## config.mk

```make
export PLATFORM = sky130hd
export DESIGN_NAME = pwm_chan_core
export DESIGN_NICKNAME = d
export VERILOG_FILES = /design/src/rtl/pwm_chan_core.sv
export SDC_FILE = /design/constraint.sdc
export NUM_CORES = 1
export LEC_CHECK = 0
export BUFFER_PORTS_ARGS = -buffer_cell sky130_fd_sc_hd__buf_2
export CORE_UTILIZATION = 54
export DETAILED_ROUTE_END_ITERATION = 16
export PLACE_DENSITY_LB_ADDON = 0.25
export SLEW_MARGIN = 20
export SYNTH_ARGS = -nofsm -noshare
export SYNTH_HDL_FRONTEND = slang
export SYNTH_SLANG_ARGS = --single-unit
export TNS_END_PERCENT = 50
```

## constraint.sdc

```tcl
create_clock -name clk -period 14.3 [get_ports clk]
set_input_delay 3.575 -clock clk [delete_from_list [all_inputs] [get_ports clk]]
set_output_delay 3.575 -clock clk [all_outputs]
set_load 0.05 [all_outputs]
```

## src/rtl/pwm_chan_core.sv

```systemverilog
module pwm_chan_core #(
  parameter int CW = 16,
  parameter int DW = 8
) (
  input  logic          clk,
  input  logic          rst_n,
  input  logic          sel_we,
  input  logic [3:0]    sel_wd,
  input  logic          diva_we,
  input  logic          divb_we,
  input  logic [DW-1:0] div_wd,
  input  logic          per_we,
  input  logic [CW-1:0] per_wd,
  input  logic          duty_we,
  input  logic [CW-1:0] duty_wd,
  input  logic          mode_we,
  input  logic          center_wd,
  input  logic          pol_we,
  input  logic          pol_wd,
  output logic          pwm_o,
  output logic          period_end_o
);
  localparam int NTAP = 11;
  localparam int PW   = NTAP - 1;

  logic [PW-1:0]   pre;
  logic [NTAP-1:0] taps;
  logic [3:0]      sel_r;
  logic [DW-1:0]   da, db, ca, cb;
  logic [CW-1:0]   per_sh, duty_sh, per_act, duty_act, cnt, nxt;
  logic            mode_sh, mode_act, pol_r, down, nxt_down;
  logic            tick, tick_a, tick_b, idle, load;

  assign taps[0] = 1'b1;
  for (genvar k = 1; k < NTAP; k++) begin : g_tap
    assign taps[k] = &pre[k-1:0];
  end

  assign tick_a = (da != '0) && (ca == da - DW'(1));
  assign tick_b = (db != '0) && (cb == db - DW'(1));

  always_comb begin
    if (sel_r < 4'd11)       tick = taps[sel_r];
    else if (sel_r == 4'd11) tick = tick_a;
    else if (sel_r == 4'd12) tick = tick_b;
    else                     tick = 1'b0;
  end

  always_comb begin
    nxt = cnt;
    nxt_down = down;
    if (per_act == '0) begin
      nxt = '0;
      nxt_down = 1'b0;
    end else if (!mode_act) begin
      nxt = (cnt >= per_act - CW'(1)) ? '0 : cnt + CW'(1);
      nxt_down = 1'b0;
    end else if ((down && cnt != '0) || cnt >= per_act) begin
      nxt = cnt - CW'(1);
      nxt_down = (cnt != CW'(1));
    end else begin
      nxt = cnt + CW'(1);
      nxt_down = 1'b0;
    end
  end

  assign idle         = (per_act == '0);
  assign period_end_o = tick && !idle && (nxt == '0);
  assign load         = period_end_o || idle;
  assign pwm_o        = pol_r ^ ((duty_act != '0) && (duty_act >= per_act || cnt < duty_act));

  always_ff @(posedge clk or negedge rst_n) begin
    if (!rst_n) begin
      pre <= '0; sel_r <= '0; da <= '0; db <= '0; ca <= '0; cb <= '0;
      per_sh <= '0; duty_sh <= '0; mode_sh <= 1'b0; pol_r <= 1'b0;
      per_act <= '0; duty_act <= '0; mode_act <= 1'b0;
      cnt <= '0; down <= 1'b0;
    end else begin
      pre <= pre + PW'(1);
      if (sel_we)  sel_r   <= sel_wd;
      if (diva_we) da      <= div_wd;
      if (divb_we) db      <= div_wd;
      if (per_we)  per_sh  <= per_wd;
      if (duty_we) duty_sh <= duty_wd;
      if (mode_we) mode_sh <= center_wd;
      if (pol_we)  pol_r   <= pol_wd;
      ca <= (diva_we || tick_a || da == '0) ? '0 : ca + DW'(1);
      cb <= (divb_we || tick_b || db == '0) ? '0 : cb + DW'(1);
      if (load) begin
        per_act  <= per_we  ? per_wd    : per_sh;
        duty_act <= duty_we ? duty_wd   : duty_sh;
        mode_act <= mode_we ? center_wd : mode_sh;
      end
      if (idle) begin
        cnt  <= '0;
        down <= 1'b0;
      end else if (tick) begin
        cnt  <= nxt;
        down <= nxt_down;
      end
    end
  end
endmodule

```

* Word level (Yosys, flattened, before mapping) *
Cells that the tools add are included.

operators by class
  add/subtract/negate cells = 8
  $mul = 0
  div/mod/pow operators = 0
  $lt $le $gt $ge = 6
  equality and inequality tests = 5
  shifts and indexed selects = 0
  muxes and demuxes = 20
  bitwise logic cells = 1
  reduce and logical (&&, ||, !) cells = 32

operators by type and width
  cell                                                number
  two-way mux 16 bit                                  8
  greater-or-equal comparator 16 bit                  3
  zero test 16 bit                                    2
  nonzero test 16 bit                                 2
  subtractor 16 x 1 -> 16 bit, second input constant  2
  adder 16 x 1 -> 16 bit, second input constant       1
  adder 8 x 1 -> 8 bit, second input constant         2
  == test 8 bit                                       2
  zero test 8 bit                                     2
  less-than comparator 16 bit                         1
  two-way mux 8 bit                                   2
  != test 16 x 1 -> 1 bit, second input constant      1
  nonzero test 8 bit                                  2
  subtractor 8 x 1 -> 8 bit, second input constant    2
  adder 10 x 1 -> 10 bit, second input constant       1
  AND reduction 10 bit                                1
  two-way mux 1 bit                                   9
  AND reduction 9 bit                                 1
  == test 4 bit, second input constant                2
  AND reduction 8 bit                                 1
  logical OR 1 bit                                    7
  AND reduction 7 bit                                 1
  logical AND 1 bit                                   6
  AND reduction 6 bit                                 1
  10 further kinds                                    10

word-level totals
  flip-flop bits (word level) = 130
  latch bits = 0
  bits in writable memories = 0
  bits in read-only memories = 0
  logic and storage cells = 87
  memories kept = 0

* Depth between registers and ports, before layout *
Gate-level depths: netlist of the first run.

  word-level depth = 9
  mapped depth = 18
  gate-level depth less buffers = 16

* Worst setup path after synthesis of the first run *
No wires, ideal clock.

  path type = register -> output
  start point = register per_act[2]
  end point = output port period_end_o
  arrival time = 4,219 ps
  slack = 6,506 ps
  stages on the path, launching flop included = 19
  path buffers = 2
  cell sequence = dfrtp_1 nor3_1 nand3_1 nor3_1 nand2_1 nor4_1 nand3_1 xnor2_1 ha_1 and3_1 o21ai_0 a21oi_1 inv_1 o21ai_1 o21ai_1 or3_1 buf_2 buf_6 nor2_1

between the ends
  longest elaborated chain between the ends = 7
  elaborated cells between the ends (all ways) = 13

RTL lines
  item                                                                               RTL line  text
  start: declaration                                                                 30        logic [CW-1:0] per_sh, duty_sh, per_act, duty_act, cnt, nxt;
  start signal: assignment                                                           90        per_act <= per_we ? per_wd : per_sh;
  subtractor 16 x 1 -> 16 bit or greater-or-equal comparator 16 bit (tied branches)  56, 58
  greater-or-equal comparator 16 bit or logical OR 1 bit (tied branches)             56, 58
  two-way mux 16 bit (on tied branches)                                              56, 58
  two-way mux 16 bit                                                                 55        end else if (!mode_act) begin
  two-way mux 16 bit                                                                 52        if (per_act == '0) begin
  zero test 16 bit                                                                   68        assign period_end_o = tick && !idle && (nxt == '0);
  logical AND 1 bit (*)                                                              68
  end: declaration                                                                   21        output logic period_end_o

Every way passes the cells marked *; elsewhere a longest branch is shown, timed or not.

* Final worst setup path of the first run *
Same ends and word-level chain as after synthesis.

==> out/summary.txt, run 1 <==
Most Used Layer, Global Route = met2
Setup WS pre-CTS = 6.063 ns
Initial Util = 55.23%
Reg power frac = 30.4%
Final Max Tran Viols = 0
Asr flop ratio synth = 100.0%
WP buf/inv = 3
FF/Latch Area = 3253 um^2
Synth Register Bits = 130
Seq/Total Area, Yosys = 35.52%
CP cell instances = nor3_1, nand3_1, nor3_1, nand2_1, nor4_1, nand3_1, xnor2_1, ha_1, and3_1, o21ai_0, a21oi_1, inv_1, o21ai_1, buf_4, o21ai_1, or3_2, nor2_1, buf_2
Setup ws final = 5.503 ns
Fin Clk Skew = 0.01463 ns
TNS Setup = 0 ns
Leak Pwr = 4.563 nW
Top cells by area, synth = dfrtp_1, ha_1, mux2_2
Initial antenna violation count = 0
Layout cells sized above 1 = 19.29%
CTS-repair resized insts = 0
Pwr/cell area = 197.4 nW/um^2
Pwr Total = 2.009 mW
Crit-path max FO = 34
Maximum vdd drop = 0.1010 mV
Average size of a mapped cell = 9.462 um^2
Endpoints failing setup = 0
Root Driver = clkbuf_16
Hold Vio Cnt, Final = 0
# diodes = 0
Commonest cells after routing, fill and taps aside = dfrtp_1, nor2_1, inv_1
Netlist Area Pre-Place = 9159 um^2
DRT Pass-1 Iters = 5
Met2 Use GR = 42.42%
Area after DPL = 9564 um^2
Clk Latency, worst-skew pair = 0.43 ns
Crit end category = primary output
Rows = 47
Hold Crit Class = reg2reg
Global Route Usage Sum = 25.76%
Crit start category = register
IO Pins = 57
Clock-pin slew on the worst setup and hold paths = 0.06 ns
Net Sw Frac = 42.58%
Synth Flop Type = dfrtp_1
Crit path time final = 8.797 ns
Syn_nets = 1,099
Post-layout util = 61.36%
Vias per inst = 5.900
Hpwl dp = 14,840 um
RSZ-0062 raised after global routing = false
Worst EP required = 10.72 ns
Int Power = 1.153 mW
Layout area overhead = 11.09%
Via Count = 7,292
Number of buffers created by CTS = 17
CTS tree = built
Fin crit share = 61.51%
Die Span Y = 132.2 um
Die width = 132.2 um
Cells after Synth = 968
Synth unique cells = 74
Clk buf depth = 2
Wire length per cell = 17.09 um
FILL cells = 1,408
Finished Cell Area = 10,170 um^2
Maxcap violations = 0
Slew @ Worst Pin = 1.021 ns
Area leader, netlist = dfrtp_1
Port Buffers = 56
Slew HR = 31.90%
Warnings from Yosys = 0
Post-synth EDFFs = 0
DRT Wirelength = 21,120 um
Routability cong. = 0.9538
Vias in the first global route = 7,393
Total global routing overflow = 0
Slowest CP cell = or3_2
Antenna Nets Post-Route = 0
Layout net count = 1,135
Clk pwr share = 22.3%
Htree depth = 4
Top delay family on crit path = simple AND/OR/NAND/NOR gates
Maximum clock rate = 0.1137 GHz
Setup CP Type = reg2out
Pin count of the biggest net entering global routing = 69
Commonest non-fill, non-tap cell in the layout = dfrtp_1
Psw = 0.8553 mW
Worst path depth = 18
Reg2reg path depth = 17
First-pass GRT wire length = 36,180 um
GR Util met3 = 4.229%
Hold path cells = 1
Comb power frac = 47.2%
Multi-input combinational cell area = 5385 um^2
# hold bufs at CTS = 0
Die area = 17,490 um^2
CTS Sinks = 130
Top-area cell type share of the netlist area = 35.52%
Drt drc = 0
Core Area = 16,580 um^2
Post-CTS Setup Bufs = 0
Worst stage delay on the critical path = 0.91 ns
Met1 Use GR = 33.83%
Crit path DAT = 5.22 ns
DRT iter0 DRCs = 489
Status = complete, no violations
[registers in the layout, indices dropped and copies added, names as in the netlist]
name / cells
ca: 8
cb: 8
cnt: 16
da: 8
db: 8
down: 1
duty_act: 16
duty_sh: 16
mode_act: 1
mode_sh: 1
per_act: 16
per_sh: 16
pol_r: 1
pre: 10
sel_r: 4
[synthesized netlist by cell type (all sizes together), types with 2 or more instances]
library cell / count
a211o: 2
a211oi: 2
a21boi: 3
a21o: 20
a21oi: 39
a221oi: 33
a31oi: 10
a32oi: 2
a41oi: 3
and2: 3
and3: 12
and4: 6
buf: 20
clkbuf: 27
dfrtp: 130
ha: 76
inv: 81
mux2: 52
mux2i: 5
nand2: 29
nand2b: 16
nand3: 33
nand3b: 4
nand4: 18
nand4b: 2
nor2: 114
nor2b: 18
nor3: 27
nor3b: 2
nor4: 13
nor4b: 4
o211ai: 8
o21a: 3
o21ai: 37
o31ai: 19
or3: 10
or4: 2
xnor2: 45
xor2: 16
[per-layer routing]
| layer | vias up | part of all wire, % |
|---|---|---|
| met5 | - | 0 |
| met4 | 0 | 2.2 |
| met3 | 42 | 4.9 |
| met2 | 208 | 47 |
| met1 | 3490 | 46 |
| li1 | 3552 | - |
[power groups by stage]
stage | registers [mW] | clock network (mW) | logic, mW
after floorplan | 0.524 | 0 | 0.782
after global placement | 0.610 | 0 | 0.908
after detailed placement | 0.614 | 0 | 0.928
after global routing | 0.625 | 0.472 | 1.07
after CTS | 0.609 | 0.458 | 0.941
final | 0.611 | 0.449 | 0.949
[final cells by class]
cell class              instances  area share [%]
multi-input cells             710           52.93
repair buffers                 64           3.406
clock inverters                12           1.549
clock buffers                  19           4.452
well taps                     220           2.705
inverters                      81           2.988
flip-flops and latches        130           31.97
[logic make-up after synthesis]
family                     count (synthesis)  share of synthesized area (%)
and+or+nand+nor                          318                          18.54
AOI/OAI and AO/OA                        198                          16.98
DFF                                      130                          35.52
buffers and inverters                    128                          5.806
adders and majority gates                 76                          10.38
xor gates and xnor gates                  61                          5.833
muxes                                     57                          6.940
[path summary, 6_finish.rpt]
kind / startpoint / to / slack, ns
hold reg to reg: pre[0]$_DFF_PN0_ / pre[0]$_DFF_PN0_ / 0.49
hold / removal: pre[0]$_DFF_PN0_ / pre[0]$_DFF_PN0_ / 0.49
max in group asynchronous: rst_n / per_sh[5]$_DFF_PN0_ / 9.90
min in group asynchronous: rst_n / pre[5]$_DFF_PN0_ / 3.13
setup reg to reg: per_act[2]$_DFFE_PN0P_ / duty_act[1]$_DFFE_PN0P_ / 9.46
setup / recovery: per_act[2]$_DFFE_PN0P_ / period_end_o / 5.50
[metrics by stage]
| step | hold slack (ns) | cells |
|---|---|---|
| 6_report | 0.4860 | 1236 |
| 2_1_floorplan | 0.4406 | 968 |
| 5_1_grt | 0.4995 | 1236 |
| 3_3_place_gp | 0.4599 | 1205 |
| 4_1_cts | 0.4909 | 1236 |
| 3_5_place_dp | 0.4784 | 1205 |
Power figures use the tool's default switching activity.
==> run 2: changes to the inputs <==
==> constraint.sdc (replaced) <==
create_clock -name clk -period 7.94 [get_ports clk]
set_input_delay 1.985 -clock clk [delete_from_list [all_inputs] [get_ports clk]]
set_output_delay 1.985 -clock clk [all_outputs]
set_load 0.05 [all_outputs]
==> run 2 against run 1 <==
Compared with the run above: via count increased by 1.2%; die area did not move; clock power is 68% higher; critical path depth is the same; sequential power up 82%; global-route usage about the same; critical path type unchanged; highest routed layer unchanged.
==> out/summary.txt, run 2 (synthesis results as in run 1) <==
Commonest non-fill, non-tap cell in the layout = dfrtp_1
Hold Crit Class = reg2reg
Clk Latency, worst-skew pair = 0.42 ns
Crit end category = primary output
Placed cells = 1,206
Maximum clock rate = 0.1346 GHz
Pwr/cell area = 352.9 nW/um^2
CTS Sinks = 130
Die Span Y = 132.2 um
Clock-pin slew on the worst setup and hold paths = 0.06 ns
Htree depth = 4
Core Area = 16,580 um^2
FF/Latch Area = 3253 um^2
Slowest CP cell = or3_2
FF-to-FF setup slack = 2.84 ns
Vias per inst = 5.963
Final Max Tran Viols = 0
Wire length per cell = 17.19 um
CP cell instances = nor3_1, nand3_1, nor3_1, nand2_1, nor4_1, nand3_1, xnor2_1, ha_1, and3_1, o21ai_0, a21oi_1, inv_1, o21ai_1, buf_4, a41oi_1, or3_2, nor2_1, buf_2
CTS tree = built
FILL cells = 1,421
RSZ-0062 raised after global routing = false
Port Buffers = 56
DRT Pass-1 Iters = 6
Initial Util = 55.23%
Crit-path max FO = 34
Root Driver = clkbuf_16
Antenna Nets Post-Route = 0
Number of buffers created by CTS = 17
Layout net count = 1,136
Leak Pwr = 4.557 nW
Metal3 WL = 1082 um
Crit start category = register
DRT Wirelength = 21,260 um
Multi-input combinational cell area = 5385 um^2
# hold bufs at CTS = 0
Vias in the first global route = 7,130
Initial antenna violation count = 0
DRT iter0 DRCs = 535
Slew @ Worst Pin = 1.034 ns
CTS-repair resized insts = 0
Non-Filler Instances = 1,237
Worst EP required = 5.96 ns
First-pass GRT wire length = 35,900 um
TNS Setup = 0 ns
Status = complete, no violations
Clk buf depth = 2
Post-CTS Setup Bufs = 0
Hold Vio Cnt, Final = 0
Endpoints failing setup = 0
Layout cells sized above 1 = 19.37%
Hold path cells = 1
Global Route Usage Sum = 25.77%
Crit path time final = 7.429 ns
Die area = 17,490 um^2
Maxcap violations = 0
Total global routing overflow = 0
Pin count of the biggest net entering global routing = 80
Setup CP Type = reg2out
Maximum vdd drop = 0.1970 mV
Rows = 47
Hpwl dp = 14,890 um
Worst stage delay on the critical path = 0.83 ns
Fin Clk Skew = 0.01163 ns
Drt drc = 0
Pwr Total = 3.581 mW
Commonest cells after routing, fill and taps aside = dfrtp_1, nor2_1, inv_1
Setup ws final = 0.5111 ns
Layout area overhead = 10.78%
Slew HR = 31.08%
# diodes = 0
IO Pins = 57
Reg2reg path depth = 17
Met2 routed WL = 10,230 um
Routability cong. = 0.9399
Crit path DAT = 5.44 ns
Setup WS pre-CTS = 1.065 ns
Top layer reached by signal wires = met4
Met1 WL = 9473 um
Die width = 132.2 um
Via Count = 7,376
Fin crit share = 93.56%
## run 2: cell types whose count changed in the layout (fill, tap and decap cells not counted)
cell / previous run / this run
clkinvlp_4: 3 / 2
inv_6: 1 / 3
buf_6: 1 / 2
clkinv_2: 2 / 3
bufinv_16: 3 / 1
clkbuf_8: 2 / 3
clkinv_4: 3 / 2
## run 2: metal layers
layer / track usage, % / vias up
li1: - / 3549
met1: 34.12 / 3579
met2: 42.30 / 216
met3: 4.383 / 32
met4: 9.770 / 0
met5: 0 / -
## run 2: layout make-up
type                       instances  area share (%)
inverter                          81           2.997
tap                              220           2.713
clock inverter                    11           1.024
clock buffer                      20           4.600
timing repair buffer              65           3.527
multi-input combinational        710           53.08
sequential                       130           32.06
## run 2: power breakdown
part | leakage, nW | switching, mW | internal, mW
combinational | 2.67 | 0.954 | 0.767
clock | 0.279 | 0.299 | 0.455
sequential | 1.61 | 0.298 | 0.808
## run 2: path summary, 6_finish.rpt
| kind | startpoint | end |
|---|---|---|
| max | per_act[2]$_DFFE_PN0P_ | period_end_o |
| min | pre[9]$_DFF_PN0_ | pre[9]$_DFF_PN0_ |
| max reg2reg | per_act[2]$_DFFE_PN0P_ | duty_act[2]$_DFFE_PN0P_ |
| min reg2reg | pre[9]$_DFF_PN0_ | pre[9]$_DFF_PN0_ |
| max in group asynchronous | rst_n | cnt[8]$_DFFE_PN0P_ |
| min in group asynchronous | rst_n | pre[7]$_DFF_PN0_ |
## run 2: stage by stage
stage | area [um^2] | hold WS (ns) | util [%]
6_report | 10150 | 0.4711 | 61.18
4_1_cts | 10140 | 0.4751 | 61.16
2_1_floorplan | 9159 | 0.4406 | -
5_1_grt | 10150 | 0.5091 | 61.18
3_5_place_dp | 9572 | 0.4632 | 57.72
3_3_place_gp | 9572 | 0.4622 | 57.72
## run 2: worst max-delay path, delay by kind of cell, from the launching register on
family	cells	cell delay, ns
flops	1	0.42
compound gates	4	0.81
fa+ha+maj	1	0.29
xor+xnor	1	0.16
simple gates	9	2.64
buf+inv	3	0.67
==> run 3: changes to the inputs <==
--- a/config.mk
+++ b/config.mk
@@ -8,7 +8,7 @@
 export BUFFER_PORTS_ARGS = -buffer_cell sky130_fd_sc_hd__buf_2
 export CORE_UTILIZATION = 54
 export DETAILED_ROUTE_END_ITERATION = 16
-export PLACE_DENSITY_LB_ADDON = 0.25
+export PLACE_DENSITY = 0.75
 export SLEW_MARGIN = 20
 export SYNTH_ARGS = -nofsm -noshare
 export SYNTH_HDL_FRONTEND = slang
==> constraint.sdc (replaced) <==
create_clock -name clk -period 7.94 [get_ports clk]
set_input_delay 1.588 -clock clk [delete_from_list [all_inputs] [get_ports clk]]
set_output_delay 1.588 -clock clk [all_outputs]
set_load 0.05 [all_outputs]
==> run 3 against run 2 <==
Compared with the run above: final area shrank 0.16%; critical path depth is the same; total power fell by 0.81%; sequential power hardly changed; largest cell class unchanged; non-clock buffer count shrank 1; worst setup slack better by 0.66 ns; global-route usage is essentially flat; clock skew is 0.00089 ns lower; cell count unchanged; die area unchanged; sequential cell count is the same.
==> out/summary.txt, run 3 (synthesis results as in run 1) <==
Core Area = 16,580 um^2
RSZ-0062 raised after global routing = false
Psw = 1.538 mW
Port Buffers = 56
Drt drc = 0
Wire length per cell = 17.01 um
Setup crit start = per_act[2]$_DFFE_PN0P_
Maximum vdd drop = 0.1978 mV
Placed cells = 1,205
Die width = 132.2 um
Pin count of the biggest net entering global routing = 68
Crit-path max FO = 34
Crit start category = register
Area after DPL = 9564 um^2
Non-Filler Instances = 1,237
Worst stage delay on the critical path = 0.91 ns
Maxcap violations = 0
Status = complete, no violations
Vias in the first global route = 7,150
CTS tree = built
CTS-repair resized insts = 0
Reg2reg start = per_act[2]$_DFFE_PN0P_
Slowest CP cell = or3_2
Initial Util = 55.23%
FILL cells = 1,371
Setup WS pre-CTS = 1.643 ns
WP buf/inv = 3
Pwr Total = 3.552 mW
Crit end category = primary output
DRT iter0 DRCs = 428
Crit path DAT = 5.18 ns
Root Driver = clkbuf_16
Htree depth = 4
Commonest cells after routing, fill and taps aside = dfrtp_1, nor2_1, inv_1
Clk Latency, worst-skew pair = 0.43 ns
Vias per inst = 5.937
Maximum clock rate = 0.1477 GHz
DRT Pass-1 Iters = 5
Fin crit share = 85.27%
DRT Wirelength = 21,040 um
Hold Vio Cnt, Final = 0
TNS Setup = 0 ns
IO Pins = 57
Finished Cell Area = 10,130 um^2
Net Sw Frac = 43.29%
Final hold slack = 0.4792 ns
Int Power = 2.014 mW
Layout cells sized above 1 = 19.27%
Clk pwr share = 21.0%
Hpwl dp = 15,000 um
Reg power frac = 31.4%
Post-layout util = 61.08%
# hold bufs at CTS = 0
Hold path startpoint = pre[9]$_DFF_PN0_
Clock-pin slew on the worst setup and hold paths = 0.06 ns
Via Count = 7,344
Worst EP required = 6.35 ns
Fin Clk Skew = 0.01074 ns
First-pass GRT wire length = 35,910 um
CP cell instances = nor3_1, nand3_1, nor3_1, nand2_1, nor4_1, nand3_1, xnor2_1, ha_1, and3_1, o21ai_0, a21oi_1, inv_1, o21ai_1, buf_4, o21ai_1, or3_2, nor2_1, buf_2
Crit path time final = 6.770 ns
Commonest non-fill, non-tap cell in the layout = dfrtp_1
Die Span Y = 132.2 um
Pwr/cell area = 350.6 nW/um^2
Die area = 17,490 um^2
Clk buf depth = 2
Layout net count = 1,135
Slew HR = 32.34%
Total global routing overflow = 0
Routability cong. = 0.9348
Initial antenna violation count = 0
Comb power frac = 47.6%
Hold Crit Class = reg2reg
Top delay family on crit path = simple AND/OR/NAND/NOR gates
Final Max Tran Viols = 0
CTS Sinks = 130
Setup CP Type = reg2out
# diodes = 0
Layout area overhead = 10.60%
Leak Pwr = 4.536 nW
Slew @ Worst Pin = 1.015 ns
Post-CTS Setup Bufs = 0
Antenna Nets Post-Route = 0
Setup ws final = 1.170 ns
Number of buffers created by CTS = 17
Global Route Usage Sum = 25.77%
Endpoints failing setup = 0
Rows = 47
## run 3: changes by cell type in the layout (fill, tap and decap cells not counted), sizes merged
cell      before  now
buf           65   64
inv           84   82
clkinvlp       2    5
## run 3: path summary, 6_finish.rpt
check | end | cells after the start | slack (ns)
worst max-delay path | period_end_o | 18 | 1.17
worst min-delay path | pre[9]$_DFF_PN0_ | 1 | 0.48
worst max register to register | duty_act[0]$_DFFE_PN0P_ | 17 | 3.15
worst min register to register | pre[9]$_DFF_PN0_ | 1 | 0.48
max in group asynchronous | per_act[7]$_DFFE_PN0P_ | 2 | 5.54
min in group asynchronous | pre[3]$_DFF_PN0_ | 1 | 1.14
## run 3: power groups by stage
stage	clock [mW]	sequential (mW)	combinational, mW
floorplan	0	0.944	1.41
global placement	0	1.11	1.63
detailed placement	0	1.12	1.66
CTS	0.758	1.11	1.68
finish	0.747	1.11	1.69
global route	0.785	1.14	1.92
## run 3: layer usage
metal	vias to the layer above	wire length [um]	global-route usage [%]
met5	-	0	0
met4	0	513	9.962
met1	3555	9589	34.18
met3	43	1134	5.921
met2	185	9799	40.95
li1	3561	-	-
## run 3: area by class of cell
cell class / count / area, um^2 / area share, %
inverters: 81 / 304.0 / 3.001
flip-flops and latches: 130 / 3253 / 32.11
well taps: 220 / 275.3 / 2.717
clock buffers: 20 / 456.7 / 4.508
clock inverters: 12 / 108.9 / 1.075
repair buffers: 64 / 346.6 / 3.421
multi-input cells: 710 / 5385 / 53.16
